File: config.mk
export PLATFORM = sky130hd
export DESIGN_NAME = pcm_slot_port
export DESIGN_NICKNAME = d
export VERILOG_FILES = /design/src/rtl/pcm_port_pkg.sv /design/src/rtl/pcm_edge_sync.sv /design/src/rtl/pcm_recode.sv /design/src/rtl/pcm_tx_slot.sv /design/src/rtl/pcm_rx_slot.sv /design/src/rtl/pcm_cas_strobe.sv /design/src/rtl/pcm_slot_port.sv
export SDC_FILE = /design/constraint.sdc
export NUM_CORES = 1
export LEC_CHECK = 0
export CORE_AREA = 3 3 73 75
export DETAILED_ROUTE_END_ITERATION = 10
export DIE_AREA = 0 0 76 78
export DONT_BUFFER_PORTS = 1
export PLACE_DENSITY = 0.7
export SLEW_MARGIN = 20
export SYNTH_ARGS = -nofsm -noshare
export SYNTH_HDL_FRONTEND = slang
export SYNTH_HIERARCHICAL = 1
export SYNTH_SLANG_ARGS = --single-unit
File: constraint.sdc
create_clock -name clk_i -period 4.7 [get_ports clk_i]
set_clock_uncertainty 0.15 [all_clocks]
set_input_delay 1.41 -clock clk_i [delete_from_list [all_inputs] [get_ports clk_i]]
set_output_delay 1.41 -clock clk_i [all_outputs]
set_load 0.03 [all_outputs]
File: src/rtl/pcm_port_pkg.sv
package pcm_port_pkg;
  localparam int PCM_W = 8;

  typedef enum logic {LAW_MU = 1'b0, LAW_A = 1'b1} law_e;

  typedef struct packed {
    law_e law;
    logic smag;
  } code_cfg_t;

  localparam code_cfg_t CFG_RESET = '{law: LAW_MU, smag: 1'b0};

  // Both mappings are involutions: one function serves encode and decode.
  function automatic logic [PCM_W-1:0] recode(input logic [PCM_W-1:0] b,
                                              input code_cfg_t c);
    logic [PCM_W-1:0] adi;
    for (int i = 0; i < PCM_W; i++) adi[i] = ~i[0];
    if (c.smag) return b;
    if (c.law == LAW_A) return b ^ adi;
    return {b[PCM_W-1], ~b[PCM_W-2:0]};
  endfunction
endpackage

File: src/rtl/pcm_edge_sync.sv
module pcm_edge_sync #(
  parameter int N       = 3,
  parameter int STAGES  = 2,
  parameter int CLK_IDX = 0
) (
  input  logic         clk_i,
  input  logic         rst_ni,
  input  logic [N-1:0] async_i,
  output logic [N-1:0] sync_o,
  output logic         clk_rise_o,
  output logic         clk_fall_o
);
  logic [N-1:0] stg_q [STAGES];
  logic         prev_q;

  always_ff @(posedge clk_i or negedge rst_ni)
    if (!rst_ni) stg_q[0] <= '0;
    else         stg_q[0] <= async_i;

  for (genvar s = 1; s < STAGES; s++) begin : g_stage
    always_ff @(posedge clk_i or negedge rst_ni)
      if (!rst_ni) stg_q[s] <= '0;
      else         stg_q[s] <= stg_q[s-1];
  end

  always_ff @(posedge clk_i or negedge rst_ni)
    if (!rst_ni) prev_q <= 1'b0;
    else         prev_q <= stg_q[STAGES-1][CLK_IDX];

  assign sync_o     = stg_q[STAGES-1];
  assign clk_rise_o = sync_o[CLK_IDX] & ~prev_q;
  assign clk_fall_o = ~sync_o[CLK_IDX] & prev_q;
endmodule

File: src/rtl/pcm_recode.sv
module pcm_recode
  import pcm_port_pkg::*;
(
  input  logic [PCM_W-1:0] din_i,
  input  code_cfg_t        cfg_i,
  output logic [PCM_W-1:0] dout_o
);
  assign dout_o = recode(din_i, cfg_i);
endmodule

File: src/rtl/pcm_tx_slot.sv
module pcm_tx_slot #(
  parameter int W = 8
) (
  input  logic         clk_i,
  input  logic         rst_ni,
  input  logic         bclk_rise_i,
  input  logic         strobe_i,
  input  logic [W-1:0] load_i,
  output logic         slot_start_o,
  output logic         cas_trig_o,
  output logic         sdata_o,
  output logic         oe_o
);
  localparam int IW = $clog2(W);

  logic         in_slot_q, done_q;
  logic [IW-1:0] idx_q;
  logic [W-1:0] sh_q;

  assign slot_start_o = bclk_rise_i & strobe_i & ~in_slot_q & ~done_q;
  assign cas_trig_o   = bclk_rise_i & ~strobe_i & (in_slot_q | done_q);

  always_ff @(posedge clk_i or negedge rst_ni) begin
    if (!rst_ni) begin
      in_slot_q <= 1'b0;
      done_q    <= 1'b0;
      idx_q     <= '0;
      sh_q      <= '0;
    end else if (bclk_rise_i) begin
      if (!strobe_i) begin
        in_slot_q <= 1'b0;
        done_q    <= 1'b0;
      end else if (slot_start_o) begin
        sh_q      <= load_i;
        in_slot_q <= 1'b1;
        idx_q     <= '0;
      end else if (in_slot_q) begin
        if (idx_q == IW'(W-1)) begin
          in_slot_q <= 1'b0;  // overlong strobe: stop after W bits
          done_q    <= 1'b1;
        end else begin
          idx_q <= idx_q + 1'b1;
          sh_q  <= {sh_q[W-2:0], 1'b0};
        end
      end
    end
  end

  assign sdata_o = sh_q[W-1];
  assign oe_o    = in_slot_q;

  p_oe_needs_strobe_r1: assert property (@(posedge clk_i) disable iff (!rst_ni)
    $rose(oe_o) |-> strobe_i);
  p_bit_hold_r2: assert property (@(posedge clk_i) disable iff (!rst_ni)
    (oe_o && !bclk_rise_i) |=> $stable(sdata_o));
endmodule

File: src/rtl/pcm_rx_slot.sv
module pcm_rx_slot #(
  parameter int W = 8
) (
  input  logic         clk_i,
  input  logic         rst_ni,
  input  logic         bclk_fall_i,
  input  logic         sdata_i,
  input  logic         clear_i,
  input  logic         active_i,
  output logic [W-1:0] line_o,
  output logic         valid_o
);
  localparam int CW = $clog2(W + 1);

  logic [CW-1:0] cnt_q;
  logic [W-1:0]  sh_q, line_q;
  logic          valid_q;

  always_ff @(posedge clk_i or negedge rst_ni) begin
    if (!rst_ni) begin
      cnt_q   <= '0;
      sh_q    <= '0;
      line_q  <= '0;
      valid_q <= 1'b0;
    end else begin
      valid_q <= 1'b0;
      if (clear_i) begin
        cnt_q <= '0;
      end else if (bclk_fall_i && active_i && cnt_q < CW'(W)) begin
        sh_q  <= {sh_q[W-2:0], sdata_i};
        cnt_q <= cnt_q + 1'b1;
        if (cnt_q == CW'(W-1)) begin
          line_q  <= {sh_q[W-2:0], sdata_i};
          valid_q <= 1'b1;
        end
      end
    end
  end

  assign line_o  = line_q;
  assign valid_o = valid_q;

  p_valid_single_r3: assert property (@(posedge clk_i) disable iff (!rst_ni)
    valid_q |=> !valid_q);
  p_bit_limit_r8: assert property (@(posedge clk_i) disable iff (!rst_ni)
    cnt_q <= CW'(W));
endmodule

File: src/rtl/pcm_cas_strobe.sv
module pcm_cas_strobe #(
  parameter int LEN = 8
) (
  input  logic clk_i,
  input  logic rst_ni,
  input  logic bclk_rise_i,
  input  logic trig_i,
  output logic cas_o
);
  localparam int CW = (LEN > 1) ? $clog2(LEN) : 1;

  logic          cas_q;
  logic [CW-1:0] cnt_q;

  always_ff @(posedge clk_i or negedge rst_ni) begin
    if (!rst_ni) begin
      cas_q <= 1'b0;
      cnt_q <= '0;
    end else if (trig_i) begin
      cas_q <= 1'b1;
      cnt_q <= '0;
    end else if (bclk_rise_i && cas_q) begin
      if (cnt_q == CW'(LEN-1)) cas_q <= 1'b0;
      else                     cnt_q <= cnt_q + 1'b1;
    end
  end

  assign cas_o = cas_q;

  p_cas_starts_on_trig_r9: assert property (@(posedge clk_i) disable iff (!rst_ni)
    $rose(cas_q) |-> $past(trig_i));
endmodule

File: src/rtl/pcm_slot_port.sv
module pcm_slot_port
  import pcm_port_pkg::*;
#(
  parameter int SYNC_STAGES = 2,
  parameter int CAS_BITS    = 8
) (
  input  logic             clk_i,
  input  logic             rst_ni,
  input  logic             bclk_i,
  input  logic             strobe_i,
  input  logic             sdata_i,
  output logic             sdata_o,
  output logic             sdata_oe_o,
  output logic             cas_strobe_o,
  input  logic             law_pin_i,
  input  logic             law_reg_i,
  input  logic             smag_sel_i,
  input  logic [PCM_W-1:0] tx_byte_i,
  output logic [PCM_W-1:0] rx_byte_o,
  output logic             rx_valid_o
);
  logic [2:0]       sync;
  logic             bclk_rise, bclk_fall;
  logic             slot_start, cas_trig;
  logic [PCM_W-1:0] tx_line, rx_line;
  code_cfg_t        cfg_live, cfg_q;

  pcm_edge_sync #(.N(3), .STAGES(SYNC_STAGES), .CLK_IDX(0)) u_sync (
    .clk_i, .rst_ni,
    .async_i    ({sdata_i, strobe_i, bclk_i}),
    .sync_o     (sync),
    .clk_rise_o (bclk_rise),
    .clk_fall_o (bclk_fall)
  );

  assign cfg_live = '{law: law_e'(law_pin_i | law_reg_i), smag: smag_sel_i};

  always_ff @(posedge clk_i or negedge rst_ni)
    if (!rst_ni)         cfg_q <= CFG_RESET;
    else if (slot_start) cfg_q <= cfg_live;

  pcm_recode u_enc (.din_i(tx_byte_i), .cfg_i(cfg_live), .dout_o(tx_line));

  pcm_tx_slot #(.W(PCM_W)) u_tx (
    .clk_i, .rst_ni,
    .bclk_rise_i  (bclk_rise),
    .strobe_i     (sync[1]),
    .load_i       (tx_line),
    .slot_start_o (slot_start),
    .cas_trig_o   (cas_trig),
    .sdata_o      (sdata_o),
    .oe_o         (sdata_oe_o)
  );

  pcm_rx_slot #(.W(PCM_W)) u_rx (
    .clk_i, .rst_ni,
    .bclk_fall_i (bclk_fall),
    .sdata_i     (sync[2]),
    .clear_i     (slot_start),
    .active_i    (sdata_oe_o),
    .line_o      (rx_line),
    .valid_o     (rx_valid_o)
  );

  pcm_recode u_dec (.din_i(rx_line), .cfg_i(cfg_q), .dout_o(rx_byte_o));

  pcm_cas_strobe #(.LEN(CAS_BITS)) u_cas (
    .clk_i, .rst_ni,
    .bclk_rise_i (bclk_rise),
    .trig_i      (cas_trig),
    .cas_o       (cas_strobe_o)
  );

  p_cas_no_overlap_r9: assert property (@(posedge clk_i) disable iff (!rst_ni)
    cas_strobe_o |-> !sdata_oe_o);
  p_cfg_hold_r2: assert property (@(posedge clk_i) disable iff (!rst_ni)
    !slot_start |=> $stable(cfg_q));
endmodule

; Word level (Yosys, flattened, before mapping)
; Index checks and enable logic that the tools add are counted.
[op_classes]
n_reduce_logical = 13
add_sub_neg = 3
div = 0
multipliers = 0
shift = 0
order_cmp = 1
bitwise_logic = 19
mux = 39
eq_ne = 8
[op_table]
columns = operator, count
row1 = 8-bit two-way mux, 11
row2 = 1-bit two-way mux, 20
row3 = 3-bit two-way mux, 6
row4 = 7-bit inverter, 2
row5 = 4-bit two-way mux, 2
row6 = 4-bit inverter, 2
row7 = 4-bit AND reduction, 2
row8 = 2-bit nonzero test, 4
row9 = 1-bit bitwise AND, 7
row10 = "3-bit by 1-bit adder with 3-bit output, second input constant", 2
row11 = "3-bit == test, second input constant", 2
row12 = "2-bit inequality test, second input constant", 3
row13 = 1-bit inverter, 6
row14 = 2-bit AND reduction, 3
row15 = "4-bit by 1-bit adder with 4-bit output, second input constant", 1
row16 = "4-bit by 3-bit == test with 1-bit output, second input constant", 1
row17 = "4-bit < comparator, second input constant", 1
row18 = "2-bit by 1-bit inequality test with 1-bit output, second input constant", 2
row19 = 1-bit logical AND, 3
row20 = 3-bit AND reduction, 1
row21 = 1-bit bitwise OR, 2
[word_totals]
latch_bits = 0
out_inout_bits = 12
in_bits = 16
romBits = 0
regBits = 46
word_cells = 98
ram_bits = 0
n_memories = 0

; Logic depth before layout (Yosys ltp)
; Gate-level depths: netlist of run 1.
[logic_depth]
word_depth = 7
ltp_mapped = 8
mapped_depth_nobuf = 5

; Cells and area by module
; Netlist of run 1, hierarchy kept.
[modules_own_cells]
columns = module, seq_area_each_um2, area_per_inst_um2, n_inst, cells_per_inst
row1 = pcm_rx_slot, 500.5, 829.5, 1, 51
row2 = pcm_tx_slot, 325.3, 640.6, 1, 59
row3 = pcm_cas_strobe, 100.1, 216.5, 1, 18
row4 = pcm_edge_sync, 175.2, 212.7, 1, 12
row5 = pcm_recode, 0.0, 100.1, 2, 10
row6 = pcm_slot_port, 50.0, 82.6, 1, 5

; Worst setup path after synthesis of run 1
; OpenSTA, ideal clock, no wires.
[synth_timing]
kind = flip-flop to output port
from = register cfg_q[0] (netlist bit)
to = output port rx_byte_o[1]
path_buffers = 1
slack_ps = 2043
t_arrival_ps = 1097
stages_incl_launch_ff = 4
required_time_ps = 3140
cell_sequence = dfrtp_1 -> buf_6 -> nor2_8 -> xor2_1
[synth_between]
elab_chain_cells = 2
[synth_lines]
columns = element, line
row1 = "start, declared", pcm_slot_port.sv:26  ; code_cfg_t cfg_live, cfg_q;
row2 = "start signal, assigned", pcm_slot_port.sv:40  ; else if (slot_start) cfg_q <= cfg_live;
row3 = 1-bit two-way mux, pcm_port_pkg.sv:18  ; if (c.smag) return b;
row4 = 8-bit two-way mux, pcm_port_pkg.sv:19  ; if (c.law == LAW_A) return b ^ adi;
row5 = "end, declared", pcm_slot_port.sv:19  ; output logic [PCM_W-1:0] rx_byte_o,
; No other way between the ends.

; Worst setup path in the final report of run 1
[layout_timing]
from = register cfg_q[0] (netlist bit)
to = output port rx_byte_o[3]
; The elaborated chain is that of the path after synthesis.

==> impl_metrics.toml, run 1 <==
[finish]
drive_gt1_frac = 0.230
areaGrowthSynthToFinish_pct = 3.51
instances_no_fill = 228
antennaDiodeCount = 0
nNetsFinal = 181

[yosys]
syn_area_sq_um = 2170
synth_fp_nets = 185
synthCells = 164
yosysWarnings = 6
syn-mean-instance-area_sq_um = 13.3

[clock_tree]
cts_resized = 0
clock_latency_ns = 0.29
cts.reportedPaths.clkPinSlew_ns = 0.08
cts_buffers = 5
cts.sinks = 46
cts.path.max_buffers = 2
root_buffer = "clkbuf_8"
htree_levels = 2
cts_setup_buffers = 0
cts_tree = "done"
cts_hold_buf = 0

[detailed_routing]
wl_per_cell_um = 15.2
vias_per_cell = 5.01
num_vias = 1142
drcViolationCount = 0
postRouteWirelength_mm = 3.46
dr.pass1.iters = 4
drtIter0Drc = 58
final_antenna_net_count = 0

[pwr]
leakage_nw = 1.04
powerDensity_nw_per_um2 = 582
max-vdd-ir-drop_mv = 0.215

[global_route]
grt_use_total = 0.128
grt.overflow.total = 0
antenna_found_initial = 0
grt_pass1_wl_mm = 6.10
grt_pass1_vias = 1235
grt_max_degree = 47

[critical_path]
worstSetupPathType = "flip-flop to output pin"
r2r-start = "u_sync/sync_o[0]"
cp-start-kind = "flip-flop"
critPathRequiredTime_ns = 3.14
r2r-end = "u_rx/line_o[5]"
end_kind = "output pin"
reg2reg_slack_ns = 2.16
crit_arrival_ns = 1.51
critPathMaxFanout = 6
rr_worst_depth = 5

[worst_hold_path]
hold_end = "u_sync/sync_o[2]"
hold-path-cell-count = 0
holdCritStartpoint = "u_sync/stg_q[5]"
hp-class = "flip-flop to flip-flop"

[timing]
relSlewSlack = 0.533
timing.final.crit_share = 0.653
worst_pin_slew_ns = 0.695
period_minus_slack_ns = 3.07
holdWs_ns = 0.203
slew_viol_final = 0
setup_viol = 0
setup_tns_ns = 0
rsz0062_at_grt = "false"
hold_viol_final = 0
fmax_mhz = 326

[placement]
place_congestion = 0.738
hpwl_mm = 2.45
placed_cells = 220
numPortBuffers = 0

[floorplanning]
die_w_um = 76
die_area_sq_um = 5930
die_y_um = 78
ioPinCount = 28
rows = 25
core_sq_um = 4720
initial_core_util = 0.460

[flow_run]
drv_cap = 0

[run_status]
status = "complete, no violations"
-- per-layer routing --
metal  track usage  share of wire
met1         0.165           0.46
met2         0.210           0.49
met3        0.0406          0.049
met4        0.0326         0.0072
met5             0              0
-- how the worst max path moves through the flow --
| stage | from | endpoint | slack, ns | cells after the start |
|---|---|---|---|---|
| after floorplan | cfg_q[0] | rx_byte_o[1] | 2.04 | 3 |
| after global placement | cfg_q[0] | rx_byte_o[5] | 1.97 | 2 |
| after detailed placement | cfg_q[0] | rx_byte_o[3] | 1.94 | 2 |
| after CTS | cfg_q[0] | rx_byte_o[3] | 1.60 | 2 |
| after global routing | cfg_q[0] | rx_byte_o[3] | 1.55 | 2 |
| final | cfg_q[0] | rx_byte_o[3] | 1.63 | 2 |
-- critical path: stages, from the launching register on --
cell and delay (ns):
dfrtp_1 0.52, nor2_8 0.16, xor2_1 0.53
-- flip-flops by register name, summed over array words and instances, names as in the netlist --
signal         cells
cfg_q              2
u_tx/sh_q          8
u_rx/line_o        8
u_tx/oe_o          1
u_sync/prev_q      1
u_sync/stg_q       3
u_tx/idx_q         3
u_cas/cas_o        1
u_rx/sh_q          7
u_sync/sync_o      3
u_cas/cnt_q        3
u_rx/valid_o       1
u_rx/cnt_q         4
u_tx/done_q        1
-- power breakdown --
part	switching (W)	total (W)	internal (W)
Sequential	0.000133	0.000665	0.000532
Clock	0.000125	0.000244	0.000119
Combinational	0.000216	0.000400	0.000185
Total	0.000474	0.00131	0.000835
-- per-stage QoR --
stage	cell area [sq um]	total power [W]	utilization	setup slack [ns]
final	2250	0.00131	0.477	1.63
after global placement	2160	0.00104	0.457	1.97
after floorplan	2170	0.00102	-	2.04
after CTS	2250	0.00133	0.477	1.60
after detailed placement	2160	0.00108	0.457	1.94
after global routing	2250	0.00140	0.477	1.55
-- cells in the final DEF, fill, tap and decap left out, types with 2 or more instances in the layout --
cell type / count
mux2_2: 8
o21ai_1: 2
mux2i_1: 5
mux2_4: 10
dfrtp_1: 46
nor2b_1: 2
a22oi_1: 7
nand2b_1: 4
xnor2_1: 9
nor2_8: 2
or2_1: 2
inv_1: 10
a31oi_1: 2
clkbuf_8: 6
nand2_1: 2
ha_1: 5
xor2_1: 8
o21ai_2: 6
nor2_1: 9
-- area by class of cell --
type                       instances  area [sq um]
clock inverter                     1          5.00
fill                             414          2470
clock buffer                       7          86.3
inverter                          10          37.5
multi-input combinational         97           887
tap                               67          83.8
sequential                        46          1150
(Power assumes the default switching activity.)
==> run 2, diff against run 1 <==
--- a/config.mk
+++ b/config.mk
@@ -5,11 +5,12 @@
 export SDC_FILE = /design/constraint.sdc
 export NUM_CORES = 1
 export LEC_CHECK = 0
-export CORE_AREA = 3 3 73 75
+export ABC_AREA = 1
+export CORE_AREA = 3 3 74 76
 export DETAILED_ROUTE_END_ITERATION = 10
-export DIE_AREA = 0 0 76 78
+export DIE_AREA = 0 0 77 79
 export DONT_BUFFER_PORTS = 1
-export PLACE_DENSITY = 0.7
+export PLACE_DENSITY = 0.72
 export SLEW_MARGIN = 20
 export SYNTH_ARGS = -nofsm -noshare
 export SYNTH_HDL_FRONTEND = slang
==> constraint.sdc (replaced) <==
create_clock -name clk_i -period 2.8 [get_ports clk_i]
set_clock_uncertainty 0.15 [all_clocks]
set_input_delay 0.84 -clock clk_i [delete_from_list [all_inputs] [get_ports clk_i]]
set_output_delay 0.84 -clock clk_i [all_outputs]
set_load 0.03 [all_outputs]
==> run 2 against run 1 <==
Critical path depth increased by 1. Register-to-register slack worse by 1.4 ns. Area after synthesis grew 3.2%. Largest power group unchanged. Combinational power up 3%. Critical endpoint is now rx_byte_o[1].
==> impl_metrics.toml, run 2 <==
[detailed_routing]
final_antenna_net_count = 0
dr.pass1.iters = 4
num_vias = 1606
wl_per_cell_um = 11.9
postRouteWirelength_mm = 3.92
drtIter0Drc = 85
drcViolationCount = 0
vias_per_cell = 4.88

[timing]
holdWs_ns = 0.0768
setup_tns_ns = 0
rsz0062_at_grt = "false"
fmax_mhz = 431
worst_pin_slew_ns = 0.619
hold_viol_final = 0
timing.final.crit_share = 0.828
period_minus_slack_ns = 2.32
setup_viol = 0
slew_viol_final = 0
relSlewSlack = 0.584

[yosys]
synthCells = 258
yosysWarnings = 6
synth_fp_nets = 279
syn_area_sq_um = 2240
syn-mean-instance-area_sq_um = 8.70

[critical_path]
crit_path_max_incr_delay_ns = 0.55
crit_arrival_ns = 1.33
worstSetupPathType = "flip-flop to output pin"
cp_common_cell = "nand2_1"
path_buf_inv = 0
critPathTopFamily = "flip-flops"
cp-startpoint = "cfg_q[0]"
end_kind = "output pin"
r2r-start = "u_sync/sync_o[0]"
critPathMaxFanout = 9
cp_slowest_cell = "dfrtp_1"
critPathRequiredTime_ns = 1.81
crit_chain = "nor2_4 -> nand2_1 -> nand2_1"
cp-start-kind = "flip-flop"

[clock_tree]
cts.sinks = 46
htree_levels = 2
cts.reportedPaths.clkPinSlew_ns = 0.08
cts_hold_buf = 0
cts_tree = "done"
clock_latency_ns = 0.30
root_buffer = "clkbuf_8"
cts.path.max_buffers = 2
cts_setup_buffers = 0
cts_buffers = 5
cts_resized = 0

[global_route]
grt_max_degree = 47
grt_pass1_vias = 1507
grt_pass1_wl_mm = 6.67
antenna_found_initial = 0
grt.overflow.total = 0
grt_use_total = 0.137

[placement]
hpwl_mm = 2.80
numPortBuffers = 0
place_congestion = 0.753

[finish]
layout_common_cells = "90 x nand2_1, 46 x dfrtp_1, 25 x nand3_1"
final_common_cell = "nand2_1"
fillers = 466
antennaDiodeCount = 0
drive_gt1_frac = 0.122
multi_input_area_sq_um = 936
nNetsFinal = 282
register_area_sq_um = 1150
areaGrowthSynthToFinish_pct = 5.80

[pwr]
max-vdd-ir-drop_mv = 0.323
leakage_nw = 1.21
powerDensity_nw_per_um2 = 748

[floorplanning]
initial_core_util = 0.469
rows = 25
die_area_sq_um = 6080
core_sq_um = 4790
die_w_um = 77
die_y_um = 79
ioPinCount = 28

[flow_run]
drv_cap = 0

[run_status]
status = "complete, no violations"

[worst_hold_path]
hp-class = "input port to asynchronous set/reset pin"
==> run 2: path summary, 6_finish.rpt <==
kind / end / slack [ns] / cells after the start
max in group asynchronous: u_rx/line_o[7] / 2.34 / 0
worst max register to register: u_cas/cnt_q[0] / 0.72 / 9
min in group clk_i: u_sync/sync_o[2] / 0.20 / 0
worst min-delay path: u_tx/sh_q[1] / 0.08 / 0
worst max-delay path: rx_byte_o[1] / 0.48 / 3
worst min register to register: u_sync/sync_o[2] / 0.20 / 0
==> run 2: through the flow <==
step	utilization	power [W]	std cells	instance area [sq um]	worst slack [ns]
2_1_floorplan	-	0.00129	258	2240	0.761
3_3_place_gp	0.477	0.00137	321	2280	0.789
3_5_place_dp	0.477	0.00139	321	2280	0.701
4_1_cts	0.496	0.00180	329	2370	0.467
5_1_grt	0.496	0.00190	329	2370	0.375
6_report	0.496	0.00178	329	2370	0.481
==> run 2: report_power, final <==
group / internal (W) / total (W) / switching [W]
registers: 0.000807 / 0.000953 / 0.000147
clock network: 0.000199 / 0.000410 / 0.000211
logic: 0.000157 / 0.000414 / 0.000256
==> run 2: per-layer routing <==
layer	routed length, um	GRT usage	vias to the layer above
met3	141	0.0374	3
met5	0	0	-
met4	38	0.0534	0
li1	-	-	822
met2	1780	0.221	26
met1	1960	0.177	755
==> run 2: layout make-up <==
cell class              count  area share
flip-flops and latches     46       0.485
multi-input cells         182       0.394
clock buffers               7      0.0364
well taps                  67      0.0353
inverters                  22      0.0348
repair buffers              4      0.0126
clock inverters             1     0.00211
==> run 3, diff against run 2 <==
--- a/config.mk
+++ b/config.mk
@@ -10,7 +10,7 @@
 export DETAILED_ROUTE_END_ITERATION = 10
 export DIE_AREA = 0 0 77 79
 export DONT_BUFFER_PORTS = 1
-export PLACE_DENSITY = 0.72
+export PLACE_DENSITY = 0.7
 export SLEW_MARGIN = 20
 export SYNTH_ARGS = -nofsm -noshare
 export SYNTH_HDL_FRONTEND = slang
==> constraint.sdc (replaced) <==
create_clock -name clk_i -period 2.2 [get_ports clk_i]
set_clock_uncertainty 0.15 [all_clocks]
set_input_delay 0.66 -clock clk_i [delete_from_list [all_inputs] [get_ports clk_i]]
set_output_delay 0.66 -clock clk_i [all_outputs]
set_load 0.03 [all_outputs]
==> run 3 against run 2 <==
Largest cell class unchanged. Total power rose by 27%. Clock-buffer cell count unchanged. Critical path type unchanged. Sequential cell count stayed put. First-iteration DRC count increased by 46%. Final area increased by 1.5%.
==> impl_metrics.toml, run 3 (synthesis gave the netlist of run 2 again) <==
[global_route]
grt_max_degree = 47
grt_use_total = 0.150
grt.overflow.total = 0
grt_pass1_wl_mm = 7.33
grt_pass1_vias = 1589
antenna_found_initial = 0

[critical_path]
cp-start-kind = "flip-flop"
end_kind = "output pin"
crit_chain = "nor2_4 -> nand2_1 -> nand2_1"
worstSetupPathType = "flip-flop to output pin"
cp_common_cell = "nand2_1"
rr_worst_depth = 7
critPathMaxFanout = 9
crit_path_max_incr_delay_ns = 0.54
crit_arrival_ns = 1.28
cp_slowest_cell = "dfrtp_1"
critPathRequiredTime_ns = 1.39

[timing]
setup_tns_ns = 0
fmax_mhz = 478
worst_pin_slew_ns = 0.434
slew_viol_final = 0
period_minus_slack_ns = 2.09
setup_viol = 0
holdWs_ns = 0.0475
rsz0062_at_grt = "false"
setup_slack_ns = 0.109
timing.final.crit_share = 0.950
hold_viol_final = 0
relSlewSlack = 0.711

[placement]
dp_slack_ns = 0.383
placed_cells = 324
hpwl_mm = 2.88
numPortBuffers = 0
place_congestion = 0.808

[clock_tree]
cts_tree = "done"
root_buffer = "clkbuf_8"
cts.path.max_buffers = 2
cts.reportedPaths.clkPinSlew_ns = 0.08
cts_buffers = 5
htree_levels = 2
clock_latency_ns = 0.29
cts.sinks = 46

[floorplanning]
rows = 25
die_y_um = 79
die_area_sq_um = 6080
ioPinCount = 28
initial_core_util = 0.469
die_w_um = 77
core_sq_um = 4790

[pwr]
powerDensity_nw_per_um2 = 934
leakage_nw = 1.23
max-vdd-ir-drop_mv = 0.321

[finish]
fillers = 462
drive_gt1_frac = 0.128
nNetsFinal = 286
multi_input_area_sq_um = 936
antennaDiodeCount = 0
register_area_sq_um = 1150
areaGrowthSynthToFinish_pct = 7.36
layout_common_cells = "90 x nand2_1, 46 x dfrtp_1, 25 x nand3_1"
final_common_cell = "nand2_1"
instances_no_fill = 332

[detailed_routing]
num_vias = 1616
dr.pass1.iters = 4
vias_per_cell = 4.87
postRouteWirelength_mm = 3.96
wl_per_cell_um = 11.9
final_antenna_net_count = 0
drtIter0Drc = 124
drcViolationCount = 0

[worst_hold_path]
hp-class = "input port to asynchronous set/reset pin"

[run_status]
status = "complete, no violations"

[flow_run]
drv_cap = 0
run 3: cell count changes in the layout (fill, tap and decap cells not counted), sizes merged:
cell	change
buf	+4
clkinv	-1
run 3: final timing paths:
path	from	end	slack, ns
worst max-delay path	cfg_q[0]	rx_byte_o[5]	0.11
worst min-delay path	rst_ni	u_tx/sh_q[1]	0.05
worst max register to register	u_sync/prev_q	u_rx/sh_q[2]	0.37
worst min register to register	u_sync/stg_q[4]	u_sync/sync_o[1]	0.20
max in group asynchronous	rst_ni	u_rx/line_o[7]	1.64
min in group clk_i	u_sync/stg_q[4]	u_sync/sync_o[1]	0.20
run 3: repair_timing:
| action | 4_1_cts | 5_1_grt |
|---|---|---|
| hold buffers | 1 | 0 |
| gates resized for setup | 0 | 0 |
| setup buffers | 0 | 0 |
| endpoints found under the hold margin | 46 | 0 |
run 3: stage by stage:
stage	total power, W	cell area (sq um)	utilization
detailed placement	0.00177	2310	0.482
finish	0.00225	2410	0.504
global placement	0.00175	2310	0.482
floorplan	0.00165	2240	-
CTS	0.00227	2410	0.504
global route	0.00242	2410	0.504
run 3: layer usage:
layer  vias to the layer above  wire [um]  track usage
met1                       758       1940        0.205
li1                        829          -            -
met5                         -          0            0
met3                         4        173       0.0283
met4                         0         53       0.0641
met2                        25       1800        0.234
run 3: worst max-delay path: cells and delay by family, from the launching register on:
kind | cells | cell delay [ns]
flip-flops | 1 | 0.54
AND/OR/NAND/NOR | 3 | 0.46
run 3: final cells by class:
class / count / area share
clock buffer: 7 / 0.0317
sequential: 46 / 0.478
multi-input combinational: 182 / 0.388
inverter: 22 / 0.0343
timing repair buffer: 8 / 0.0332
tap: 67 / 0.0348
run 3: power breakdown:
part	internal (W)	total [W]	switching (W)
sequential	0.00103	0.00120	0.000176
clock	0.000219	0.000476	0.000257
combinational	0.000214	0.000571	0.000357
